===== config.mk =====
export PLATFORM = sky130hd
export DESIGN_NAME = sram_script_tester
export DESIGN_NICKNAME = d
export VERILOG_FILES = /design/src/rtl/sst_pkg.sv /design/src/rtl/sst_step_timer.sv /design/src/rtl/sst_script.sv /design/src/rtl/sram_script_tester.sv
export SDC_FILE = /design/constraint.sdc
export NUM_CORES = 1
export LEC_CHECK = 0
export ABC_AREA = 1
export BUFFER_PORTS_ARGS = -buffer_cell sky130_fd_sc_hd__clkbuf_2
export CAP_MARGIN = 0
export CELL_PAD_IN_SITES_DETAIL_PLACEMENT = 1
export CELL_PAD_IN_SITES_GLOBAL_PLACEMENT = 1
export CORE_ASPECT_RATIO = 1.75
export CORE_MARGIN = 5
export CORE_UTILIZATION = 40
export CTS_BUF_LIST = sky130_fd_sc_hd__clkbuf_16
export DETAILED_ROUTE_END_ITERATION = 8
export PLACE_DENSITY = 0.92
export RECOVER_POWER = 100
export SKIP_CTS_REPAIR_TIMING = 1
export SYNTH_ARGS = -nofsm -noshare
export SYNTH_HDL_FRONTEND = slang
export SYNTH_HIERARCHICAL = 1
export SYNTH_SLANG_ARGS = --single-unit

===== constraint.sdc =====
create_clock -name clk -period 5.25 [get_ports clk]
set_clock_uncertainty 0.05 [all_clocks]
set_input_delay 1.05 -clock clk [delete_from_list [all_inputs] [get_ports clk]]
set_output_delay 1.05 -clock clk [all_outputs]
set_load 0.01 [all_outputs]

===== src/rtl/sst_pkg.sv =====
// Shared types for the SRAM pattern sequencer.
// Assumes: one bus operation at a time; step counts are fixed by the cycle shape.
package sst_pkg;
    typedef enum logic [1:0] {
        OP_WR      = 2'd0,
        OP_WR_NOCE = 2'd1,
        OP_WR_NOWE = 2'd2,
        OP_RD      = 2'd3
    } sst_op_e;

    typedef enum logic [1:0] {
        ST_IDLE = 2'd0,
        ST_RUN  = 2'd1,
        ST_FIN  = 2'd2
    } sst_state_e;

    localparam int WR_STEPS = 5;
    localparam int RD_STEPS = 4;
endpackage


===== src/rtl/sst_step_timer.sv =====
// Step timer: counts clocks inside one bus step and flags the step end and the
// read sample point.
// Assumes: SAMPLE_CYC < STEP_CYC; clr has priority over run.
module sst_step_timer #(
    parameter int STEP_CYC   = 25,
    parameter int SAMPLE_CYC = 20
) (
    input  logic clk,
    input  logic rst_n,
    input  logic clr,
    input  logic run,
    output logic step_end,
    output logic sample_hit
);
    localparam int CNT_W = $clog2(STEP_CYC + 1);
    localparam logic [CNT_W-1:0] CNT_LAST = CNT_W'(STEP_CYC - 1);
    localparam logic [CNT_W-1:0] CNT_SMP  = CNT_W'(SAMPLE_CYC);

    logic [CNT_W-1:0] cnt;

    // Clock counter inside the current step, wrapping at the step length.
    always_ff @(posedge clk) begin
        if (!rst_n || clr) begin
            cnt <= '0;
        end else if (run) begin
            cnt <= (cnt == CNT_LAST) ? '0 : cnt + 1'b1;
        end
    end

    assign step_end   = run && (cnt == CNT_LAST);
    assign sample_hit = run && (cnt == CNT_SMP);
endmodule


===== src/rtl/sst_script.sv =====
// Script decoder: maps a script index to the operation, address and byte.
// Order: warm-up writes, walking write pass, read-back pass, then the fixed
// tail of chip-select and write-strobe checks.
// Assumes: ADDR_W + 1 - DATA_W <= DATA_W, so the walking-zero bytes fit.
module sst_script
    import sst_pkg::*;
#(
    parameter int ADDR_W   = 13,
    parameter int DATA_W   = 8,
    parameter int WARM_CNT = 128,
    parameter int IDX_W    = 8
) (
    input  logic [IDX_W-1:0]  idx,
    output sst_op_e           op,
    output logic [ADDR_W-1:0] addr,
    output logic [DATA_W-1:0] data
);
    localparam int WALK_N = ADDR_W + 1;

    // k-th walking address: k+1 low-order ones, the last entry wraps to zero.
    function automatic logic [ADDR_W-1:0] walk_addr(input int k);
        logic [63:0] v;
        v = (k < ADDR_W) ? ((64'd1 << (k + 1)) - 64'd1) : 64'd0;
        return v[ADDR_W-1:0];
    endfunction

    // k-th pattern byte: rising ones, then a single travelling zero.
    function automatic logic [DATA_W-1:0] walk_data(input int k);
        logic [63:0] v;
        if (k < DATA_W) v = (64'd1 << (k + 1)) - 64'd1;
        else            v = ~(64'd1 << (k - DATA_W));
        return v[DATA_W-1:0];
    endfunction

    int j;

    // Decode the current script entry.
    always_comb begin
        j    = int'(idx) - WARM_CNT;
        op   = OP_WR;
        addr = '0;
        data = DATA_W'(1);
        if (j >= 0) begin
            if (j < WALK_N) begin
                addr = walk_addr(j);
                data = walk_data(j);
            end else if (j < 2 * WALK_N) begin
                op   = OP_RD;
                addr = walk_addr(j - WALK_N);
                data = walk_data(j - WALK_N);
            end else begin
                case (j - 2 * WALK_N)
                    0:       begin op = OP_WR;      addr = ADDR_W'(1); data = ~DATA_W'(1); end
                    1:       begin op = OP_WR;      addr = ADDR_W'(1); data = DATA_W'(1);  end
                    2:       begin op = OP_WR_NOCE; addr = ADDR_W'(1); data = DATA_W'(3);  end
                    3:       begin op = OP_RD;      addr = ADDR_W'(1); data = DATA_W'(1);  end
                    4:       begin op = OP_WR;      addr = '0;         data = DATA_W'(3);  end
                    5:       begin op = OP_WR_NOWE; addr = '0;         data = DATA_W'(1);  end
                    default: begin op = OP_RD;      addr = '0;         data = DATA_W'(3);  end
                endcase
            end
        end
    end
endmodule


===== src/rtl/sram_script_tester.sv =====
// SRAM pattern sequencer top: walks the script, shapes each operation into
// timed strobe steps, compares read bytes and keeps the first failure.
// Assumes: the pad ring merges ram_dq_out/ram_dq_drive/ram_dq_in into one
// bus; ram_dq_in is stable at the sample edge.
module sram_script_tester
    import sst_pkg::*;
#(
    parameter int ADDR_W     = 13,
    parameter int DATA_W     = 8,
    parameter int WARM_CNT   = 128,
    parameter int STEP_CYC   = 25,
    parameter int SAMPLE_CYC = 20
) (
    input  logic              clk,
    input  logic              rst_n,
    input  logic              start,
    output logic [ADDR_W-1:0] ram_addr,
    output logic              ram_ce_n,
    output logic              ram_oe_n,
    output logic              ram_we_n,
    output logic [DATA_W-1:0] ram_dq_out,
    output logic              ram_dq_drive,
    input  logic [DATA_W-1:0] ram_dq_in,
    output logic              done,
    output logic              pass,
    output logic [ADDR_W-1:0] fail_addr,
    output logic [DATA_W-1:0] fail_exp,
    output logic [DATA_W-1:0] fail_act
);
    localparam int WALK_N = ADDR_W + 1;
    localparam int ITEM_N = WARM_CNT + 2 * WALK_N + 7;
    localparam int IDX_W  = $clog2(ITEM_N);
    localparam logic [IDX_W-1:0] IDX_LAST = IDX_W'(ITEM_N - 1);

    sst_state_e        state;
    logic [IDX_W-1:0]  idx;
    logic [2:0]        step;
    logic              fail_seen;
    logic              run, launch, step_end, sample_hit, last_step, miscmp;
    sst_op_e           cur_op;
    logic [ADDR_W-1:0] cur_addr;
    logic [DATA_W-1:0] cur_data;

    assign run    = (state == ST_RUN);
    assign launch = start && !run;

    sst_step_timer #(.STEP_CYC(STEP_CYC), .SAMPLE_CYC(SAMPLE_CYC)) u_timer (
        .clk(clk), .rst_n(rst_n), .clr(launch), .run(run),
        .step_end(step_end), .sample_hit(sample_hit)
    );

    sst_script #(.ADDR_W(ADDR_W), .DATA_W(DATA_W), .WARM_CNT(WARM_CNT), .IDX_W(IDX_W)) u_script (
        .idx(idx), .op(cur_op), .addr(cur_addr), .data(cur_data)
    );

    assign last_step = (cur_op == OP_RD) ? (step == 3'(RD_STEPS - 1))
                                         : (step == 3'(WR_STEPS - 1));
    assign miscmp    = run && sample_hit && (cur_op == OP_RD) && (step == 3'd2)
                       && (ram_dq_in != cur_data);

    // Script walker, result flags and first-failure capture.
    always_ff @(posedge clk) begin
        if (!rst_n) begin
            state     <= ST_IDLE;
            idx       <= '0;
            step      <= '0;
            done      <= 1'b0;
            pass      <= 1'b0;
            fail_seen <= 1'b0;
            fail_addr <= '0;
            fail_exp  <= '0;
            fail_act  <= '0;
        end else if (launch) begin
            state     <= ST_RUN;
            idx       <= '0;
            step      <= '0;
            done      <= 1'b0;
            pass      <= 1'b0;
            fail_seen <= 1'b0;
            fail_addr <= '0;
            fail_exp  <= '0;
            fail_act  <= '0;
        end else if (run) begin
            if (miscmp && !fail_seen) begin
                fail_seen <= 1'b1;
                fail_addr <= cur_addr;
                fail_exp  <= cur_data;
                fail_act  <= ram_dq_in;
            end
            if (step_end) begin
                if (!last_step) begin
                    step <= step + 3'd1;
                end else begin
                    step <= '0;
                    if (idx == IDX_LAST) begin
                        state <= ST_FIN;
                        done  <= 1'b1;
                        pass  <= !fail_seen;
                    end else begin
                        idx <= idx + 1'b1;
                    end
                end
            end
        end
    end

    // Strobe and data-path shaping from the operation and its step.
    always_comb begin
        ram_addr     = '0;
        ram_ce_n     = 1'b1;
        ram_oe_n     = 1'b1;
        ram_we_n     = 1'b1;
        ram_dq_drive = 1'b0;
        if (run) begin
            ram_addr = cur_addr;
            if (cur_op == OP_RD) begin
                ram_ce_n = !(step == 3'd1 || step == 3'd2);
                ram_oe_n = !(step == 3'd2);
            end else begin
                ram_ce_n     = !((cur_op != OP_WR_NOCE) && step >= 3'd1 && step <= 3'd3);
                ram_dq_drive = (step >= 3'd2);
                ram_we_n     = !((cur_op != OP_WR_NOWE) && step == 3'd3);
            end
        end
        ram_dq_out = ram_dq_drive ? cur_data : '0;
    end
endmodule


==> impl_metrics.csv <==
group,metric,value,unit
worst_setup_path,r2r_slack,0.73,ns
global_routing,antenna_found_initial,0,
floorplan,die_w,92.38,um
route,first_pass_iters,4,
flow_run,drv_cap,0,
route,wl_per_cell,17.16,um
global_routing,grt_pass1_wl,27850,um
clocking,insertion_delay,0.30,ns
timing,relSlewSlack,40.31,%
synthesis,yosysWarnings,6,
worst_setup_path,rr_worst_depth,27,
finish,mostFrequentLayoutCells,"211 x nand2_1, 117 x nor2_1, 97 x inv_1",
pwr,sw_frac_of_total,23.17,%
synthesis,yosysUniqueCellTypes,48,
clocking,clockBufferDepth,2,
synthesis,synth_edf_count,0,
synthesis,synthCells,801,
floorplan,die-area,0.01424,mm^2
worst_setup_path,critical-path-top-delay-family,"simple AND/OR/NAND/NOR gates",
clocking,cts_max_level,2,
clocking,cts.sink_count,49,
synthesis,syn_avg_cell_area,5.931,um^2
status,status,"finished clean",
pwr,power.share.sequential,47.0,%
finish,final_common_cell,"nand2_1",
worst_setup_path,setup.worst_path.start_class,"flip-flop",
timing,fin_setup_tns,0,ns
min_path,holdPathEnd,"state[0]",
pwr,p_leak,2.267,nW
timing,finalCriticalPeriod,5.070,ns
min_path,min_path_type,"reg -> reg",
synthesis,async_flop_share,0,%
timing,slew_viol_final,0,
min_path,hold_start,"state[0]",
global_routing,grt_usage,24.00,%
clocking,numCtsBuffers,5,
worst_setup_path,regToRegStartpoint,"idx[4]",
worst_setup_path,cpMaxStageDelayCell,"o41ai_1",
worst_setup_path,crit_fanout,10,
finish,seqCellArea,982.2,um^2
timing,rsz0062_at_grt,"false",
route,antenna_left,0,
route,drt_iter0_markers,398,
synthesis,synth_area_leaders,"dfxtp_1 21%, nand2_1 16%, nor2_1 9.1%",
worst_setup_path,cpMostUsedCell,"nand2_1",
timing,finalSetupViolCount,0,
worst_setup_path,end_kind,"primary output",
worst_setup_path,crit_arrival,3.97,ns
synthesis,yosys.area.top_type,"dfxtp_1",
pwr,switching_power,0.1846,mW
synthesis,synthFlopType,"dfxtp_1",
pwr,peakVddDrop,0.0001231,V
floorplan,die_y,154.2,um
pwr,p_int,0.6121,mW
route,drc,0,
finish,syn_to_final_growth,10.61,%
placement,gp_congestion,0.9501,
global_routing,grt_max_degree,60,
synthesis,synth_nets,835,
floorplan,start_util,41.02,%
route,viasPerCell,5.534,
worst_setup_path,r2r-end,"fail_act[7]",
clocking,cts_tree,"yes",
timing,fin_crit_sh,96.58,%
synthesis,ys_seq_elements,49,
floorplan,row_count,52,
worst_setup_path,cp_num_buf_inv,4,
finish,antenna_cells,0,
timing,holdWs,0.4167,ns
timing,tightest_slew,0.8837,ns
placement,dpl.hpwl,13570,um
timing,hold_viol,0,
global_routing,gr-total-overflow,0,
finish,fill_cells,1684,
placement,port_buffers,66,
finish,nets,892,
synthesis,synth_top_area_share,20.65,%
pwr,clkPwrFrac,47.6,%
finish,layout-drive-gt1-share,10.83,%
synthesis,netlist_area,0.004751,mm^2
clocking,cts_root_buf,"clkbuf_16",
floorplan,pin_count,67,
clocking,clk_pin_slew,0.07,ns
pwr,comb_power_share,5.4,%
route,vias,5501,
global_routing,first_global_vias,5877,
worst_setup_path,max_stage_delay,0.83,ns
floorplan,core-area,0.01158,mm^2
finish,multi_input_area,0.003182,mm^2
worst_setup_path,critical_path_class,"reg -> out",
worst_setup_path,cp.required,4.15,ns
synthesis,yosysSeqAreaShare,20.65,%
finish,finalInstanceArea,0.005255,mm^2
worst_setup_path,path_cells,"inv_2 -> ha_1 -> nand2_1 -> nand2_1 -> nand2_2 -> nand2_4 -> o41ai_1 -> nand3_1 -> inv_2 -> nand2_1 -> o31ai_1 -> inv_1 -> nor2_1 -> clkbuf_1",
placement,postPlaceCellArea,0.005186,mm^2
route,routed_wl,17060,um
worst_setup_path,cp.depth,14,
min_path,hold_depth,2,
pwr,p_per_area,151.6,mW/mm^2
timing,timing.fmax,0.1972,GHz
-- synth_stat cells (2+ instances only) --
cell	instances
o21ai_1	7
and2_1	3
nor3_1	10
nor2_1	115
a21oi_1	53
buf_2	12
o31ai_1	2
dfxtp_1	49
buf_6	4
inv_2	13
a211oi_1	2
ha_1	23
inv_1	93
o2111ai_1	2
clkbuf_1	5
nand3b_1	3
nor2_2	8
nand3_4	2
nand2_1	208
buf_1	2
nand3_1	67
o22ai_1	5
nand2_4	3
nand2_2	17
nor2_4	7
nand4_1	23
inv_4	2
nand3_2	7
o21ai_0	20
xnor2_1	5
o21ai_2	2
o211ai_1	2
xor2_1	10
-- flip-flops by register name (all words and copies together) (netlist names) --
signal	count
pass	1
step	3
fail_exp	8
fail_act	8
fail_addr	13
u_timer/cnt	5
state	2
idx	8
fail_seen	1
-- worst reg2reg max path, stage by stage (launching register included) --
cell      delay [ns]
dfxtp_1         0.57
inv_2           0.19
ha_1            0.24
nand2_1         0.13
nand2_1         0.16
nand2_4         0.14
nand2_1         0.06
nor2_1          0.08
nand2_1         0.07
nand2_2         0.12
nand4_1         0.19
nor2_1          0.21
nand2_1         0.12
ha_1            0.33
nand2_1         0.07
nand2_1         0.09
nand2_1         0.05
a32o_1          0.26
inv_1           0.14
nand2_1         0.07
nand2_1         0.05
nand2_1         0.05
nor2_1          0.15
nand2_2         0.05
clkbuf_4        0.39
nand3_1         0.22
nand2_1         0.07
nor2_1          0.11
-- area by class of cell --
type | count | share of cell area (%)
Clock buffer | 5 | 2.381
Clock inverter | 3 | 0.8333
Inverter | 110 | 8.024
Multi-Input combinational cell | 618 | 60.55
Sequential cell | 49 | 18.69
Tap cell | 135 | 3.214
Timing Repair Buffer | 74 | 6.310
-- power by group through the flow --
stage	sequential (mW)	combinational [mW]	clock, mW
6_report	0.374	0.0431	0.379
3_3_place_gp	0.383	0.0436	0
3_5_place_dp	0.383	0.0448	0
4_1_cts	0.374	0.0451	0.389
2_1_floorplan	0.383	0.0315	0
5_1_grt	0.374	0.0492	0.405
-- per-layer routing --
layer | track usage [%] | up-vias | wire (um)
met2 | 45.98 | 161 | 9400
li1 | - | 2675 | -
met1 | 22.19 | 2586 | 5772
met4 | 18.50 | 0 | 1262
met5 | 0 | - | 0
met3 | 3.063 | 79 | 622
-- kinds of logic (layout without fill, tap and decap cells) --
family	after synthesis	after routing	share of synthesized area, %
AND/OR/NAND/NOR	478	478	46.38
buffers and inverters	134	192	11.83
AO/OA/AOI/OAI	102	102	12.33
adder cells (fa/ha/maj)	23	23	6.057
XOR/XNOR	15	15	2.765
flip-flops	49	49	20.65
-- how the worst max path moves through the flow --
stage                     slack (ns)    from             to
after global routing            0.02  idx[2]   ram_addr[12]
after global placement          0.83  idx[1]  ram_dq_out[0]
after CTS                       0.28  idx[1]  ram_dq_out[4]
after detailed placement        0.71  idx[1]  ram_dq_out[4]
final                           0.18  idx[4]    ram_addr[9]
after floorplan                 1.12  idx[1]  ram_dq_out[4]
-- through the flow --
stage / instances / worst slack [ns] / power, mW / util (%)
after floorplan: 801 / 1.119 / 0.4141 / -
after global placement: 986 / 0.8285 / 0.4264 / 44.78
after detailed placement: 986 / 0.7095 / 0.4277 / 44.78
after CTS: 994 / 0.2768 / 0.8082 / 46.24
after global routing: 994 / 0.02058 / 0.8286 / 45.38
final: 994 / 0.1798 / 0.7966 / 45.38
(Power assumes the default switching activity.)
